[src/rtl/entropy_pool_pkg.sv]
package entropy_pool_pkg;

  localparam int WORD_BITS = 32;

  typedef enum logic [1:0] {
    ADDR_CTRL   = 2'd0,
    ADDR_COUNT  = 2'd1,
    ADDR_DATA   = 2'd2,
    ADDR_STATUS = 2'd3
  } regAddr_e;

  // strobes from control to datapath, valid for one cycle
  typedef struct packed {
    logic addBit;   // shift one new generator bit into the pool
    logic consume;  // remove the oldest word
    logic flush;    // discard the whole pool
  } poolStrobe_t;

  // one step of the maximal-length recurrence, taps 32,22,2,1
  function automatic logic [31:0] lfsrStep(input logic [31:0] s);
    return {s[30:0], s[31] ^ s[21] ^ s[1] ^ s[0]};
  endfunction

endpackage

[src/rtl/entropy_pool_datapath.sv]
module entropy_pool_datapath
  import entropy_pool_pkg::*;
#(
  parameter int          POOL_BITS = 128,
  parameter logic [31:0] SEED      = 32'h5EED_1234,
  parameter int          CNT_W     = $clog2(POOL_BITS + 1)
) (
  input  logic              clk,
  input  logic              rstN,
  input  poolStrobe_t       strobe,
  output logic [CNT_W-1:0]  poolCount,
  output logic              wordReady,
  output logic              poolFull,
  output logic [WORD_BITS-1:0] oldestWord
);

  localparam logic [CNT_W-1:0] WORD_CNT = CNT_W'(WORD_BITS);
  localparam logic [CNT_W-1:0] FULL_CNT = CNT_W'(POOL_BITS);

  logic [31:0]          lfsrState;
  logic [31:0]          lfsrNext;
  logic [POOL_BITS-1:0] poolBits;
  logic [CNT_W-1:0]     countNext;
  logic [CNT_W-1:0]     shiftAmt;

  assign lfsrNext = lfsrStep(lfsrState);

  always_comb begin
    countNext = poolCount;
    if (strobe.flush) begin
      countNext = '0;
    end else begin
      if (strobe.addBit)  countNext = countNext + CNT_W'(1);
      if (strobe.consume) countNext = countNext - WORD_CNT;
    end
  end

  always_ff @(posedge clk or negedge rstN) begin
    if (!rstN) begin
      lfsrState <= SEED;
      poolBits  <= '0;
      poolCount <= '0;
    end else begin
      if (strobe.addBit && !strobe.flush) begin
        lfsrState <= lfsrNext;
        poolBits  <= {poolBits[POOL_BITS-2:0], lfsrNext[0]};
      end
      poolCount <= countNext;
    end
  end

  // newest bit sits at index 0, oldest at poolCount-1
  assign shiftAmt   = poolCount - WORD_CNT;
  assign oldestWord = WORD_BITS'(poolBits >> shiftAmt);
  assign wordReady  = (poolCount >= WORD_CNT);
  assign poolFull   = (poolCount == FULL_CNT);

endmodule

[src/rtl/entropy_pool_ctrl.sv]
module entropy_pool_ctrl
  import entropy_pool_pkg::*;
#(
  parameter int POOL_BITS = 128,
  parameter int TICK_DIV  = 4,
  parameter int CNT_W     = $clog2(POOL_BITS + 1)
) (
  input  logic                 clk,
  input  logic                 rstN,
  input  logic                 regReq,
  input  logic                 regWe,
  input  logic [1:0]           regAddr,
  input  logic                 wdataBit,
  input  logic [CNT_W-1:0]     poolCount,
  input  logic                 wordReady,
  input  logic                 poolFull,
  input  logic [WORD_BITS-1:0] oldestWord,
  output poolStrobe_t          strobe,
  output logic [31:0]          regRdata,
  output logic                 irqUnderflow,
  output logic                 alertUnderflow
);

  localparam int DIV_W = (TICK_DIV > 1) ? $clog2(TICK_DIV) : 1;
  localparam logic [DIV_W-1:0] DIV_LAST = DIV_W'(TICK_DIV - 1);

  regAddr_e        addrSel;
  logic            genEnable;
  logic            underflowFlag;
  logic [DIV_W-1:0] divCnt;
  logic            divLast;
  logic            isRead;
  logic            dataRead;
  logic            readFail;
  logic            ctrlWrite;
  logic            statusClear;

  assign addrSel     = regAddr_e'(regAddr);
  assign isRead      = regReq && !regWe;
  assign dataRead    = isRead && (addrSel == ADDR_DATA);
  assign readFail    = dataRead && !wordReady;
  assign ctrlWrite   = regReq && regWe && (addrSel == ADDR_CTRL);
  assign statusClear = regReq && regWe && (addrSel == ADDR_STATUS) && wdataBit;
  assign divLast     = (divCnt == DIV_LAST);

  always_comb begin
    strobe.flush   = ctrlWrite && !wdataBit;
    strobe.consume = dataRead && wordReady;
    strobe.addBit  = genEnable && !poolFull && divLast && !strobe.flush;
  end

  // cadence counter runs only while a bit could be accepted
  always_ff @(posedge clk or negedge rstN) begin
    if (!rstN) begin
      divCnt <= '0;
    end else if (!genEnable || poolFull || strobe.flush) begin
      divCnt <= '0;
    end else if (divLast) begin
      divCnt <= '0;
    end else begin
      divCnt <= divCnt + DIV_W'(1);
    end
  end

  always_ff @(posedge clk or negedge rstN) begin
    if (!rstN) begin
      genEnable      <= 1'b0;
      underflowFlag  <= 1'b0;
      alertUnderflow <= 1'b0;
    end else begin
      if (ctrlWrite) genEnable <= wdataBit;
      if (readFail) underflowFlag <= 1'b1;
      else if (statusClear) underflowFlag <= 1'b0;
      alertUnderflow <= readFail;
    end
  end

  always_ff @(posedge clk or negedge rstN) begin
    if (!rstN) begin
      regRdata <= '0;
    end else if (isRead) begin
      unique case (addrSel)
        ADDR_CTRL:   regRdata <= {31'b0, genEnable};
        ADDR_COUNT:  regRdata <= 32'(poolCount);
        ADDR_DATA:   regRdata <= wordReady ? oldestWord : 32'b0;
        ADDR_STATUS: regRdata <= {31'b0, underflowFlag};
        default:     regRdata <= '0;
      endcase
    end
  end

  assign irqUnderflow = underflowFlag;

endmodule

[src/rtl/entropy_pool.sv]
module entropy_pool
  import entropy_pool_pkg::*;
#(
  parameter int          POOL_BITS = 128,
  parameter int          TICK_DIV  = 4,
  parameter logic [31:0] SEED      = 32'h5EED_1234
) (
  input  logic        clk,
  input  logic        rstN,
  input  logic        regReq,
  input  logic        regWe,
  input  logic [1:0]  regAddr,
  input  logic [31:0] regWdata,
  output logic [31:0] regRdata,
  output logic        irqUnderflow,
  output logic        alertUnderflow
);

  localparam int CNT_W = $clog2(POOL_BITS + 1);

  poolStrobe_t          strobe;
  logic [CNT_W-1:0]     poolCount;
  logic                 wordReady;
  logic                 poolFull;
  logic [WORD_BITS-1:0] oldestWord;
  logic                 unusedWdataBits;

  assign unusedWdataBits = ^regWdata[31:1];

  entropy_pool_ctrl #(
    .POOL_BITS(POOL_BITS),
    .TICK_DIV (TICK_DIV),
    .CNT_W    (CNT_W)
  ) u_ctrl (
    .clk           (clk),
    .rstN          (rstN),
    .regReq        (regReq),
    .regWe         (regWe),
    .regAddr       (regAddr),
    .wdataBit      (regWdata[0]),
    .poolCount     (poolCount),
    .wordReady     (wordReady),
    .poolFull      (poolFull),
    .oldestWord    (oldestWord),
    .strobe        (strobe),
    .regRdata      (regRdata),
    .irqUnderflow  (irqUnderflow),
    .alertUnderflow(alertUnderflow)
  );

  entropy_pool_datapath #(
    .POOL_BITS(POOL_BITS),
    .SEED     (SEED),
    .CNT_W    (CNT_W)
  ) u_dp (
    .clk       (clk),
    .rstN      (rstN),
    .strobe    (strobe),
    .poolCount (poolCount),
    .wordReady (wordReady),
    .poolFull  (poolFull),
    .oldestWord(oldestWord)
  );

endmodule

[config.mk]
export PLATFORM = sky130hd
export DESIGN_NAME = entropy_pool
export DESIGN_NICKNAME = d
export VERILOG_FILES = /design/src/rtl/entropy_pool_pkg.sv /design/src/rtl/entropy_pool_datapath.sv /design/src/rtl/entropy_pool_ctrl.sv /design/src/rtl/entropy_pool.sv
export SDC_FILE = /design/constraint.sdc
export NUM_CORES = 1
export LEC_CHECK = 0
export ABC_AREA = 1
export BUFFER_PORTS_ARGS = -buffer_cell sky130_fd_sc_hd__clkbuf_2
export CORE_AREA = 2 2 192 241
export DETAILED_ROUTE_END_ITERATION = 6
export DIE_AREA = 0 0 194 243
export PLACE_DENSITY_LB_ADDON = 0.12
export SYNTH_ARGS = -nofsm -noshare
export SYNTH_HDL_FRONTEND = slang
export SYNTH_SLANG_ARGS = --single-unit
[constraint.sdc]
create_clock -name clk -period 5.47 [get_ports clk]
set_input_delay 0.547 -clock clk [delete_from_list [all_inputs] [get_ports clk]]
set_output_delay 0.547 -clock clk [all_outputs]
set_load 0.05 [all_outputs]
# --- After elaboration in Yosys (flattened, before gate mapping) ---
# Index checks and enable logic that the tools add are counted.
# W data, S select, Z words.
op_classes:
  addsub: 4
  n_lt_le_gt_ge: 1
  eq_ne: 5
  n_shift: 1
  mux: 10
  bitwise_logic: 3
  reduce_logical: 23
op_table:
  columns: ["operator", "count"]
  rows:
  - ["$pmux W32 S4", 1]
  - ["$shr A128 B8 Y32", 1]
  - ["$mux W32", 1]
  - ["$mux W8", 4]
  - ["$sub A8 B6 Y8 const B", 2]
  - ["$logic_and A1 B1 Y1", 13]
  - ["$add A8 B1 Y8 const B", 1]
  - ["$eq A8 B8 Y1 const B", 1]
  - ["$ge A8 B6 Y1 const B", 1]
  - ["$eq A2 B2 Y1 const B", 3]
  - ["$logic_not A1 Y1", 6]
  - ["$mux W2", 2]
  - ["$xor A1 B1 Y1", 3]
  - ["$add A2 B1 Y2 const B", 1]
  - ["$eq A2 B1 Y1 const B", 1]
  - ["$logic_not A2 Y1", 1]
  - ["$logic_or A1 B1 Y1", 2]
  - ["$mux W1", 2]
  - ["$reduce_bool A2 Y1", 1]
word_totals:
  register_bits: 205
  out_inout_bits: 34
  wordCells: 55

# --- Logic depth before layout (Yosys ltp) ---
depth:
  depth_word: 10
  ltp_mapped: 17
  depth_no_buf: 15

# --- Hierarchy ---
# A second synthesis with hierarchy kept.
unflattened:
  cells_unflattened: 2717
  area_unflattened_um2: 16200.5
modules_own_cells:
  columns: ["module", "n_inst", "cells_per_inst", "area_per_inst_um2", "seq_area_each_um2"]
  rows:
  - ["entropy_pool_datapath", 1, 2520, 14555.2, 4174.0]
  - ["entropy_pool_ctrl", 1, 197, 1645.3, 925.9]

# --- Least setup slack after synthesis ---
# No wires, ideal clock.
synth_path:
  path_kind: "reg-to-reg"
  start: "register u_dp.poolCount[1]"
  end: "register u_dp.poolCount[7]"
  arrival_time_ns: 2.444
  slack_ns: 2.902
  stages_incl_launch_ff: 18
  path_buffers: 2
  cell_sequence: "dfrtp_1 -> inv_1 -> buf_2 -> clkbuf_1 -> ha_1 -> nand2_1 -> nor3_2 -> a21oi_2 -> nand2_2 -> nor2_4 -> nand3_1 -> xor2_1 -> ha_1 -> nand2_1 -> xor2_1 -> inv_1 -> o21ai_0 -> a21oi_1"
synth_between:
  elab_chain_cells: 10
synth_rtl:
  columns: ["item", "line_no", "rtl"]
  rows:
  - ["from (decl)", "entropy_pool_datapath.sv:11", "output logic [CNT_W-1:0] poolCount,"]
  - ["from (signal assigned)", "entropy_pool_datapath.sv:48", "poolCount <= countNext;"]
  - ["parallel branches: the longest is 8 deep, another holds $add A8 B1 Y8", null, null]
  - ["$mux W8 *", "entropy_pool_datapath.sv:34", "if (strobe.consume) countNext = countNext - WORD_CNT;"]
  - ["$mux W8 *", "entropy_pool_datapath.sv:30", "if (strobe.flush) begin"]
  - ["named net u_dp.countNext[7]", "entropy_pool_datapath.sv:23", "logic [CNT_W-1:0] countNext;"]
# Mark *: on every way through the listed nets, which the timed path passes. The select of a mux whose other input is x is not followed.
# A chain may end at the register's enable or synchronous reset.

# --- Final worst setup path ---
layout_path:
  start: "register u_dp.poolCount[0]"
  end: "register u_dp.poolCount[7]"
# The elaborated chain is that of the path after synthesis.

==> flow_metrics.py <==
metrics = {
    "outcome": {
        "run_status": "completed",
    },
    "sta": {
        "finalClockSkew_ps": 18.68,
        "worst_pin_slew_ps": 902.4,
        "holdWs_ps": 337.7,
        "fmax_mhz": 262.8,
        "setup_tns_ps": 0,
        "setup_viol": 0,
        "slew-limit-headroom_pct": 39.84,
        "finalCritPeriodShare_pct": 69.56,
        "maxSlewViolCount": 0,
        "rsz0062_at_grt": "false",
        "setup_slack_ps": 1665,
        "finalHoldViolCount": 0,
        "min_period_ps": 3805,
    },
    "power_and_ir_drop": {
        "power.density_nw_per_um2": 597.1,
        "peakVddDrop_uv": 340.6,
        "p_leak_nw": 8.148,
        "power_mw": 10.01,
    },
    "clock_tree": {
        "cts_resized": 0,
        "post_cts_buffers": 0,
        "cts_hold_buf": 1,
        "cts_tree": "yes",
        "numCtsBuffers": 23,
        "h-tree-depth": 1,
        "clockRootBuffer": "clkbuf_16",
        "clkSinkCount": 203,
        "ctsLongestPathBuffers": 3,
        "clk_pin_slew_worst_paths_ps": 60,
        "clock_latency_ps": 560,
    },
    "route": {
        "detailroute.via_count": 16716,
        "first_pass_iters": 6,
        "viasPerCell": 5.475,
        "final_antenna_net_count": 0,
        "drt-total-wl_um": 54370,
        "drtIter0Drc": 1529,
        "drc": 0,
        "drt-wirelength-per-cell_um": 17.81,
    },
    "yosys": {
        "yosysMostFrequentCell": "nand2_1",
        "syn_area_um2": 15550,
        "synth_edf_count": 0,
        "synthDistinctLibCells": 33,
        "ys_top_cells_by_area": "dfrtp_1, nand3_1, nand2_1",
        "netlist_top_cells_count": "nand2_1, nand3_1, dfrtp_1",
        "async_reset_ff_share_pct": 100.0,
        "synth_top_area_share_pct": 30.09,
        "synthCells": 2554,
        "synthFlopType": "dfrtp_1",
        "synth.net_count": 2598,
        "syn_area_per_cell_um2": 6.088,
        "synth_warnings": 0,
        "ys_ff_latch": 203,
        "synth_top_cell_by_area": "dfrtp_1",
        "ys_seq_area_share_pct": 32.80,
    },
    "min_path": {
        "hp-class": "in -> reg",
        "hp-start": "regAddr[1]",
    },
    "critical_path": {
        "crit_family": "flip-flops",
        "cp_cell_sequence": "clkinv_2, ha_1, nand2_1, nor3_2, a21oi_2, nand2_2, nor2_4, nand3_1, xor2_1, ha_1, nand2_1, xor2_1, inv_1, o21ai_0, a21oi_1",
        "worstPathArrival_ps": 4250,
        "path_max_fanout": 80,
        "cp_num_buf_inv": 2,
        "r2r-start": "u_dp.poolCount[0]",
        "critPathLaunch": "u_dp.poolCount[0]",
        "cpPeakStageDelay_ps": 890,
        "start_kind": "register",
        "cp_slowest_cell": "dfrtp_4",
        "crit_type": "reg -> reg",
        "cp.required_ps": 5910,
        "endpoint_kind": "register",
    },
    "placed_design": {
        "dp.cells": 3011,
        "dpl_cell_area_um2": 15920,
        "gp_congestion": 0.9127,
        "portBuffers": 40,
        "dp_hpwl_um": 39320,
        "dp_slack_ps": 1653,
    },
    "global_routing": {
        "grt_max_degree": 110,
        "grt_remaining_overflow": 0,
        "track_usage_pct": 22.95,
        "grt_pass1_wl_um": 87910,
        "grt_pass1_vias": 15441,
        "antenna_found_initial": 1,
    },
    "floorplan": {
        "dieWidth_um": 194,
        "fp.dieH_um": 243,
        "io_pins": 72,
        "die_area_um2": 47140,
        "fp-row-count": 87,
        "start_util_pct": 34.67,
        "core_um2": 44850,
    },
    "layout": {
        "fin_area_um2": 16760,
        "fin_cells": 3053,
        "syn_to_final_growth_pct": 7.789,
        "final_nets": 2503,
        "post-route-util_pct": 37.37,
        "drive_above_1_share_pct": 5.737,
        "diodes": 0,
    },
    "flow_run": {
        "cap_violations": 0,
    },
}
-- state kept, by name, indices dropped and copies added, names as in the netlist --
signal,count
u_ctrl.irqUnderflow,1
u_dp.poolBits,128
u_ctrl.alertUnderflow,1
u_ctrl.genEnable,1
u_dp.lfsrState,30
u_ctrl.divCnt,2
u_dp.poolCount,8
u_ctrl.regRdata,32
-- cells by family (layout without fill, tap and decap cells) --
kind of cell             count (synthesis)  in the layout  synth area share, %
AO/OA/AOI/OAI                          189            189                6.751
XOR/XNOR                                 9              9               0.5069
adder cells (fa/ha/maj)                  6              6               0.4828
flip-flops                             203            203                32.80
AND/OR/NAND/NOR                       1900           1900                52.70
buffers and inverters                  247            168                6.759
-- path summary, 6_finish.rpt --
path	to	slack [ps]	cells after the start
max	u_dp.poolCount[7]	1660	15
min	u_ctrl.genEnable	340	4
max reg2reg	u_dp.poolCount[7]	1660	15
min reg2reg	u_ctrl.divCnt[0]	450	1
max in group asynchronous	u_dp.lfsrState[17]	3950	3
min in group asynchronous	u_ctrl.regRdata[11]	470	2
-- report_power, final --
group | switching [mW] | internal, mW
combinational | 4.35 | 1.73
clock | 0.664 | 1.03
sequential | 0.461 | 1.77
total | 5.47 | 4.53
-- layout by cell type, fill, tap and decap left out, types with 16 or more instances in the layout --
cell type    n
nor2_1      92
clkbuf_2    39
nand3_1    785
o21ai_0    106
o211ai_1    29
nand2_1    997
clkbuf_16   23
a21oi_1     37
dfstp_2     16
inv_1       51
buf_4       21
dfrtp_1    181
-- worst reg2reg max path: stages (launching register included) --
cell and delay, ps:
dfrtp_4 890, clkinv_2 650, ha_1 420, nand2_1 80
nor3_2 50, a21oi_2 220, nand2_2 100, nor2_4 210
nand3_1 160, xor2_1 220, ha_1 220, nand2_1 70
xor2_1 140, inv_1 60, o21ai_0 150, a21oi_1 60
-- per-layer routing --
metal  GRT usage [%]  up-vias  part of all wire [%]
li1                -     8335                     -
met1           32.58     7822                    47
met2           36.63      483                    45
met3           2.265       76                   4.9
met4           7.286        0                   3.0
met5               0        -                     0
-- layout make-up --
class	count	area, um2
multi-input combinational	2104	9399
timing repair buffer	66	456.7
sequential	203	5117
clock inverter	10	171.4
inverter	61	237.7
fill	4988	28090
clock buffer	31	655.6
tap	578	723.2
(Power assumes the default switching activity.)
